## src/rtl/irq_ctrl_pkg.sv

```systemverilog
package irq_ctrl_pkg;
  localparam int unsigned REG_W  = 64;
  localparam int unsigned ADDR_W = 4;

  typedef enum logic [ADDR_W-1:0] {
    A_RAW    = 4'd0,
    A_PEND   = 4'd1,
    A_LVL    = 4'd2,
    A_SENSE  = 4'd3,
    A_DUAL   = 4'd4,
    A_POL    = 4'd5,
    A_ROUTE  = 4'd6,
    A_EN_SET = 4'd7,
    A_EN_CLR = 4'd8,
    A_CLR    = 4'd9,
    A_TRIG   = 4'd10
  } reg_addr_e;
endpackage

```

## src/rtl/irq_sync.sv

```systemverilog
module irq_sync #(
  parameter int unsigned W      = 51,
  parameter int unsigned STAGES = 2
) (
  input  logic         clk,
  input  logic         rst_n,
  input  logic [W-1:0] d_i,
  output logic [W-1:0] q_o
);
  logic [W-1:0] stg_q [STAGES];

  for (genvar s = 0; s < STAGES; s++) begin : g_stage
    logic [W-1:0] stg_d;
    if (s == 0) begin : g_first
      assign stg_d = d_i;
    end else begin : g_next
      assign stg_d = stg_q[s-1];
    end
    always_ff @(posedge clk or negedge rst_n) begin
      if (!rst_n) stg_q[s] <= '0;
      else        stg_q[s] <= stg_d;
    end
  end

  assign q_o = stg_q[STAGES-1];
endmodule

```

## src/rtl/irq_detect.sv

```systemverilog
module irq_detect #(
  parameter int unsigned N = 51
) (
  input  logic         clk,
  input  logic         rst_n,
  input  logic [N-1:0] lvl_i,
  input  logic [N-1:0] sense_i,
  input  logic [N-1:0] dual_i,
  input  logic [N-1:0] pol_i,
  input  logic [N-1:0] clr_i,
  input  logic [N-1:0] trig_i,
  output logic [N-1:0] raw_o
);
  logic [N-1:0] prev_q;
  logic [N-1:0] raw_q;
  logic [N-1:0] raw_d;
  logic [N-1:0] rise;
  logic [N-1:0] fall;
  logic [N-1:0] hit;
  logic [N-1:0] active;

  for (genvar g = 0; g < N; g++) begin : g_src
    assign rise[g]   = lvl_i[g] & ~prev_q[g];
    assign fall[g]   = ~lvl_i[g] & prev_q[g];
    assign hit[g]    = dual_i[g] ? (rise[g] | fall[g])
                                 : (pol_i[g] ? rise[g] : fall[g]);
    assign active[g] = ~(lvl_i[g] ^ pol_i[g]);
    // Set (edge or trigger) takes precedence over a same-cycle clear.
    assign raw_d[g]  = sense_i[g] ? (active[g] | trig_i[g])
                                  : ((raw_q[g] & ~clr_i[g]) | hit[g] | trig_i[g]);
  end

  always_ff @(posedge clk or negedge rst_n) begin
    if (!rst_n) begin
      prev_q <= '0;
      raw_q  <= '0;
    end else begin
      prev_q <= lvl_i;
      raw_q  <= raw_d;
    end
  end

  assign raw_o = raw_q;
endmodule

```

## src/rtl/irq_cfg_regs.sv

```systemverilog
module irq_cfg_regs
  import irq_ctrl_pkg::*;
#(
  parameter int unsigned N = 51
) (
  input  logic              clk,
  input  logic              rst_n,
  input  logic              we_i,
  input  logic [ADDR_W-1:0] addr_i,
  input  logic [REG_W-1:0]  wdata_i,
  input  logic [N-1:0]      raw_i,
  input  logic [N-1:0]      lvl_i,
  output logic [REG_W-1:0]  rdata_o,
  output logic [N-1:0]      sense_o,
  output logic [N-1:0]      dual_o,
  output logic [N-1:0]      pol_o,
  output logic [N-1:0]      route_o,
  output logic [N-1:0]      en_o,
  output logic [N-1:0]      clr_o,
  output logic [N-1:0]      trig_o
);
  reg_addr_e    sel;
  logic [N-1:0] wbits;
  logic [N-1:0] sense_q, sense_d;
  logic [N-1:0] dual_q, dual_d;
  logic [N-1:0] pol_q, pol_d;
  logic [N-1:0] route_q, route_d;
  logic [N-1:0] en_q, en_d;
  logic         cfg_ce;
  logic [N-1:0] rd_bits;

  assign sel    = reg_addr_e'(addr_i);
  assign wbits  = wdata_i[N-1:0];
  assign cfg_ce = we_i;

  always_comb begin
    sense_d = sense_q;
    dual_d  = dual_q;
    pol_d   = pol_q;
    route_d = route_q;
    en_d    = en_q;
    unique case (sel)
      A_SENSE:  sense_d = wbits;
      A_DUAL:   dual_d  = wbits;
      A_POL:    pol_d   = wbits;
      A_ROUTE:  route_d = wbits;
      A_EN_SET: en_d    = en_q | wbits;
      A_EN_CLR: en_d    = en_q & ~wbits;
      default: ;
    endcase
  end

  always_ff @(posedge clk or negedge rst_n) begin
    if (!rst_n) begin
      sense_q <= '0;
      dual_q  <= '0;
      pol_q   <= '0;
      route_q <= '0;
      en_q    <= '0;
    end else if (cfg_ce) begin
      sense_q <= sense_d;
      dual_q  <= dual_d;
      pol_q   <= pol_d;
      route_q <= route_d;
      en_q    <= en_d;
    end
  end

  assign clr_o  = (we_i && sel == A_CLR)  ? wbits : '0;
  assign trig_o = (we_i && sel == A_TRIG) ? wbits : '0;

  always_comb begin
    rd_bits = '0;
    unique case (sel)
      A_RAW:    rd_bits = raw_i;
      A_PEND:   rd_bits = raw_i & en_q;
      A_LVL:    rd_bits = lvl_i;
      A_SENSE:  rd_bits = sense_q;
      A_DUAL:   rd_bits = dual_q;
      A_POL:    rd_bits = pol_q;
      A_ROUTE:  rd_bits = route_q;
      A_EN_SET: rd_bits = en_q;
      A_EN_CLR: rd_bits = en_q;
      default:  rd_bits = '0;
    endcase
  end

  assign rdata_o = REG_W'(rd_bits);
  assign sense_o = sense_q;
  assign dual_o  = dual_q;
  assign pol_o   = pol_q;
  assign route_o = route_q;
  assign en_o    = en_q;
endmodule

```

## src/rtl/irq_sense_ctrl.sv

```systemverilog
module irq_sense_ctrl
  import irq_ctrl_pkg::*;
#(
  parameter int unsigned NUM_SRC     = 51,
  parameter int unsigned SYNC_STAGES = 2
) (
  input  logic               clk,
  input  logic               rst_n,
  input  logic [NUM_SRC-1:0] src_i,
  input  logic               reg_we,
  input  logic [ADDR_W-1:0]  reg_addr,
  input  logic [REG_W-1:0]   reg_wdata,
  output logic [REG_W-1:0]   reg_rdata,
  output logic               irq_o,
  output logic               fiq_o
);
  logic [1:0]         rst_q;
  logic               rst_int_n;
  logic [NUM_SRC-1:0] lvl;
  logic [NUM_SRC-1:0] raw;
  logic [NUM_SRC-1:0] sense;
  logic [NUM_SRC-1:0] dual;
  logic [NUM_SRC-1:0] pol;
  logic [NUM_SRC-1:0] route;
  logic [NUM_SRC-1:0] en;
  logic [NUM_SRC-1:0] clr;
  logic [NUM_SRC-1:0] trig;
  logic [NUM_SRC-1:0] live;

  // Reset asserts at once and deasserts after two clock edges.
  always_ff @(posedge clk or negedge rst_n) begin
    if (!rst_n) rst_q <= 2'b00;
    else        rst_q <= {rst_q[0], 1'b1};
  end
  assign rst_int_n = rst_q[1];

  irq_sync #(.W(NUM_SRC), .STAGES(SYNC_STAGES)) u_sync (
    .clk   (clk),
    .rst_n (rst_int_n),
    .d_i   (src_i),
    .q_o   (lvl)
  );

  irq_detect #(.N(NUM_SRC)) u_detect (
    .clk     (clk),
    .rst_n   (rst_int_n),
    .lvl_i   (lvl),
    .sense_i (sense),
    .dual_i  (dual),
    .pol_i   (pol),
    .clr_i   (clr),
    .trig_i  (trig),
    .raw_o   (raw)
  );

  irq_cfg_regs #(.N(NUM_SRC)) u_regs (
    .clk     (clk),
    .rst_n   (rst_int_n),
    .we_i    (reg_we),
    .addr_i  (reg_addr),
    .wdata_i (reg_wdata),
    .raw_i   (raw),
    .lvl_i   (lvl),
    .rdata_o (reg_rdata),
    .sense_o (sense),
    .dual_o  (dual),
    .pol_o   (pol),
    .route_o (route),
    .en_o    (en),
    .clr_o   (clr),
    .trig_o  (trig)
  );

  assign live  = raw & en;
  assign irq_o = |(live & ~route);
  assign fiq_o = |(live & route);
endmodule

```

## config.mk

```make
export PLATFORM = sky130hd
export DESIGN_NAME = irq_sense_ctrl
export DESIGN_NICKNAME = d
export VERILOG_FILES = /design/src/rtl/irq_ctrl_pkg.sv /design/src/rtl/irq_sync.sv /design/src/rtl/irq_detect.sv /design/src/rtl/irq_cfg_regs.sv /design/src/rtl/irq_sense_ctrl.sv
export SDC_FILE = /design/constraint.sdc
export NUM_CORES = 1
export LEC_CHECK = 0
export BUFFER_PORTS_ARGS = -buffer_cell sky130_fd_sc_hd__buf_4
export CELL_PAD_IN_SITES_DETAIL_PLACEMENT = 1
export CELL_PAD_IN_SITES_GLOBAL_PLACEMENT = 1
export CORE_ASPECT_RATIO = 1.5
export CORE_MARGIN = 2
export CORE_UTILIZATION = 49
export CTS_BUF_LIST = sky130_fd_sc_hd__clkbuf_16
export DETAILED_ROUTE_END_ITERATION = 10
export PLACE_DENSITY_LB_ADDON = 0.1
export SETUP_SLACK_MARGIN = 0.2
export SLEW_MARGIN = 20
export SYNTH_ARGS = -nofsm -noshare
export SYNTH_HDL_FRONTEND = slang
export SYNTH_HIERARCHICAL = 1
export SYNTH_SLANG_ARGS = --single-unit
```

## constraint.sdc

```tcl
create_clock -name clk -period 17 [get_ports clk]
set_input_delay 3.4 -clock clk [delete_from_list [all_inputs] [get_ports clk]]
set_output_delay 3.4 -clock clk [all_outputs]
set_load 0.1 [all_outputs]
```

### Word level (Yosys, flattened, before mapping)

Index checks and enable logic that the tools add are counted.

| cells by class | value |
|---|---|
| eq/ne operators | 10 |
| multiplexer cells | 157 |
| bitwise operators | 619 |
| reduce and logical (&&, ||, !) cells | 12 |

Operators by type and width:

| kind | count |
|---|---|
| $pmux 51 s8 | 1 |
| $and 51x51->51 | 4 |
| $not 1->1 | 204 |
| $or 1x1->1 | 204 |
| $and 1x1->1 | 153 |
| $mux 1 | 153 |
| $mux 51 | 2 |
| $not 51->51 | 2 |
| $pmux 51 s2 | 1 |
| $reduce_or 51->1 | 2 |
| $or 51x51->51 | 1 |
| $xor 1x1->1 | 51 |
| $eq 4x3->1 const B | 4 |
| $eq 4x4->1 const B | 3 |
| $reduce_and 2->1 | 5 |
| $eq 4x2->1 const B | 2 |
| $eq 4x1->1 const B | 1 |
| $logic_not 4->1 | 1 |
| $logic_and 1x1->1 | 2 |
| $reduce_bool 2->1 | 1 |
| $reduce_or 2->1 | 1 |

| storage, ports and cells | value |
|---|---|
| bits in registers | 461 |
| output and inout port bits | 66 |
| logic and storage cells | 808 |

### Depth between registers and ports, before layout

| logic depth | value |
|---|---|
| depth in word-level cells | 8 |
| gate-level depth with buffers | 9 |

### Modules after synthesis

The synthesis kept the hierarchy.

Modules (own cells, without submodules):

| module | instances | cells an instance | area an instance (µm²) | seq. area each (µm²) |
|---|---|---|---|---|
| irq_cfg_regs | 1 | 1,278 | 14,625.3 | 6,381.1 |
| irq_detect | 1 | 714 | 7,083.0 | 2,552.4 |
| irq_sync | 1 | 102 | 2,552.4 | 2,552.4 |
| irq_sense_ctrl | 1 | 143 | 875.8 | 50.0 |

### Least setup slack after synthesis

OpenSTA, ideal clock, no wires.

| timing path | value |
|---|---|
| kind | input-to-output |
| from | input port reg_addr[2] |
| to | output port reg_rdata[10] |
| arrival | 5.454 ns |
| required time | 13.600 ns |
| path slack | 8.146 ns |
| stages | 6 |
| buffers on the path | 3 |
| path through | buf_2 clkbuf_1 buf_2 mux2_2 a32oi_1 nand4_1 |

| on the way | value |
|---|---|
| cells in the longest elaborated chain, start to end | 3 |
| elaborated cells between the ends (all ways) | 11 |
| classes of those cells | eq/ne (8); mux (1); reduce/logical (2) |

RTL lines:

| item | RTL line | RTL |
|---|---|---|
| from (decl) | irq_sense_ctrl.sv:11 | `input logic [ADDR_W-1:0] reg_addr,` |
| $eq 4x3->1 or $eq 4x4->1 (tied branches) | irq_cfg_regs.sv:74 | `unique case (sel)` |
| $reduce_or 2->1 (no line) | -- |  |
| $pmux 51 s8 * | irq_cfg_regs.sv:74 |  |
| to (decl) | irq_sense_ctrl.sv:13 | `output logic [REG_W-1:0] reg_rdata,` |

Every way passes the cells marked *; elsewhere a longest branch is shown, timed or not.

### Worst setup path after layout

| timing path | value |
|---|---|
| from | input port reg_addr[1] |
| to | output port reg_rdata[37] |

Same word-level chain as after synthesis.

==> flow_metrics.tcl <==
set metrics [dict create \
    fmax_mhz 102 \
    slew_headroom 0.338 \
    path_cells "buf_4 > and4b_4 > buf_4 > o21ai_0 > nand4_1 > buf_4" \
    die_w_um 189 \
    crit_top_cell "buf_4" \
    netlist_area_sq_um 25100 \
    num_io_pins 188 \
    path_class "input port to output pin" \
    finalNetCount 2579 \
    synth-simple-area-share 0.162 \
    setup_tns_ns 0 \
    core_area_sq_um 50700 \
    fin_ws_ns 7.23 \
    powerDensity_nw_per_um2 123 \
    numCtsBuffers 49 \
    grt_pass1_vias 20300 \
    clock_latency_ns 0.58 \
    outcome "completed" \
    grt_pass1_wl_um 122000 \
    leakagePower_nw 13.0 \
    htree_levels 2 \
    crit_arrival_ns 6.37 \
    cpPeakStageDelay_ns 0.84 \
    finalPower_w 0.00350 \
    synth_cell_types 44 \
    yosys_warnings 6 \
    place_ws_ns 7.28 \
    place_congestion 0.827 \
    instances_no_fill 3064 \
    hold_buffers 0 \
    combPwrFrac 0.254 \
    postSynthCellCount 2237 \
    synth_top_cells_by_area "dfrtp_1 46%, mux2_2 11%, ha_1 5.1%" \
    synth-main-ff-cell "dfrtp_1" \
    synth_top_area_share 0.459 \
    portBuffers 161 \
    synth_xor_xnor_area_share 0.0178 \
    final_util 0.560 \
    cell_internal_pwr_w 0.00227 \
    muxShareOfSynthArea 0.165 \
    max_cap_violations 0 \
    synth_edf_count 0 \
    power_frac_clock 0.303 \
    die_area_sq_um 53200 \
    ctsResizeCount 0 \
    drive_gt1_frac 0.242 \
    antenna_found_initial 4 \
    route.detailed.drc 0 \
    synthAdderAreaFrac 0.0508 \
    grt_setup_unrepaired "false" \
    ys_seq_elements 461 \
    clock-sinks 461 \
    crit_fanout 64 \
    synth_top_family_by_area "multiplexers" \
    fp.dieH_um 281 \
    p_seq_frac 0.444 \
    finalMaxSlewViolations 0 \
    antenna_left 0 \
    synth.avg_cell_area_sq_um 11.2 \
    tightest_slew_ns 0.991 \
    drt_iter0_drc 987 \
    hpwl_um 50100 \
    via_per_inst 6.00 \
    area_growth_pct 12.8 \
    finalClockSkew_ns 0.0104 \
    start_util 0.496 \
    post_cts.repair.setup_buffers 0 \
    cts.clk_slew.worst_paths_ns 0.06 \
    crit_slowest_cell "and4b_4" \
    vias 18400 \
    synthArstFlopShare 1.00 \
    cts-root-buf "clkbuf_16" \
    min_period_ns 9.77 \
    irDropWorstVdd_v 0.0000979 \
    worstSetupEndpointType "output pin" \
    rows 101 \
    cts_tree "yes" \
    drt-total-wl_um 78300 \
    fill_cells 5325 \
    swShare 0.350 \
    yosysTopAreaCell "dfrtp_1" \
    synth_compound_area_frac 0.0937 \
    grt.total_usage 0.298 \
    fin_crit_sh 0.575 \
    switchingPower_w 0.00122 \
    placed_cells 2973 \
    finalHoldViolCount 0 \
    drt-pass1-iter-count 5 \
    yosysSeqAreaShare 0.459 \
    overflow 0 \
    hold_class "flip-flop to flip-flop" \
    finalSetupViolations 0 \
    cp.required_ns 13.60 \
    clk_path_buf_depth 3 \
    grt_max_degree 72 \
    startpoint_type "input port" \
    wl_per_cell_um 25.6 \
]
-- critical path: cells and delay by family --
| family | cells | cell delay, ns |
|---|---|---|
| buffers and inverters | 3 | 1.65 |
| AND/OR/NAND/NOR | 2 | 1.06 |
| AO/OA/AOI/OAI | 1 | 0.20 |
-- cell usage after synthesis (all sizes together) (5+ instances only) --
master / count
mux2: 306
ha: 102
nand3b: 33
and2: 102
nand2: 71
clkbuf: 71
xor2: 51
nand4: 64
mux2i: 51
inv: 153
dfrtp: 461
a31oi: 51
o211ai: 51
and3b: 100
nor4: 5
a32oi: 51
o2111a: 51
o2111ai: 10
nand3: 52
nand2b: 155
buf: 65
nor2: 57
o21ai: 101
-- cell usage in the layout (no fill, tap or decap), types with 14 or more instances in the layout --
cell and count:
nor2_1 52, mux2_4 50, o21ai_0 101, and2_1 102, nand4_1 64, clkbuf_16 51
nand2b_1 155, conb_1 14, nand3_1 52, inv_1 161, nand3b_1 32, nand2_1 71
o2111a_1 51, and3b_1 100, a31oi_1 51, ha_1 102, a32oi_1 51, mux2_2 256
dfrtp_1 460, mux2i_1 51, buf_4 191, o211ai_1 51, clkinv_1 14, xor2_1 51
-- worst paths after layout --
path	from	endpoint	slack, ns	cells past startpoint
min in group asynchronous	rst_q[1]	u_sync/q_o[5]	0.36	0
worst max-delay path	reg_addr[1]	reg_rdata[37]	7.23	6
worst min register to register	u_sync/g_stage[1].stg_d[5]	u_sync/q_o[5]	0.35	0
worst max register to register	rst_q[1]	u_detect/raw_o[20]	14.53	2
worst min-delay path	u_sync/g_stage[1].stg_d[5]	u_sync/q_o[5]	0.35	0
max in group asynchronous	rst_n	rst_q[1]	14.31	1
-- per-stage QoR --
step	instance area (sq um)	hold slack, ns
finish	28400	0.349
global route	28400	0.357
detailed placement	26800	0.336
CTS	28300	0.350
floorplan	25200	0.331
global placement	26800	0.332
-- kinds of logic after synthesis --
logic type                 Yosys count
and+or+nand+nor                    654
xor gates and xnor gates            51
DFF                                461
adders and majority gates          102
AOI/OAI and AO/OA                  321
muxes                              357
other                                2
buffers and inverters              289
-- cell type report --
type | instances | area (sq um) | share of cell area
inverters | 153 | 574 | 0.0203
diodes | 2 | 5.00 | 0.000177
flip-flops and latches | 461 | 11500 | 0.407
clock inverters | 38 | 270 | 0.00953
multi-input cells | 1499 | 12400 | 0.438
clock buffers | 51 | 1280 | 0.0450
well taps | 669 | 837 | 0.0295
repair buffers | 191 | 1430 | 0.0506
-- routing by layer --
| layer | share of wire | vias to the layer above | global-route usage | wire length (um) |
|---|---|---|---|---|
| li1 | - | 8188 | - | - |
| met1 | 0.41 | 9579 | 0.369 | 32200 |
| met2 | 0.50 | 440 | 0.517 | 39300 |
| met3 | 0.041 | 178 | 0.0402 | 3240 |
| met4 | 0.046 | 4 | 0.134 | 3570 |
| met5 | 0.00038 | - | 0 | 30 |
-- power groups by stage --
| stage | clock network [W] | registers, W | logic (W) |
|---|---|---|---|
| after global routing | 0.00112 | 0.00159 | 0.000945 |
| after global placement | 0 | 0.00155 | 0.000851 |
| after detailed placement | 0 | 0.00157 | 0.000881 |
| after CTS | 0.00108 | 0.00155 | 0.000888 |
| after floorplan | 0 | 0.00150 | 0.000638 |
| final | 0.00106 | 0.00155 | 0.000887 |
Power figures use the tool's default switching activity.
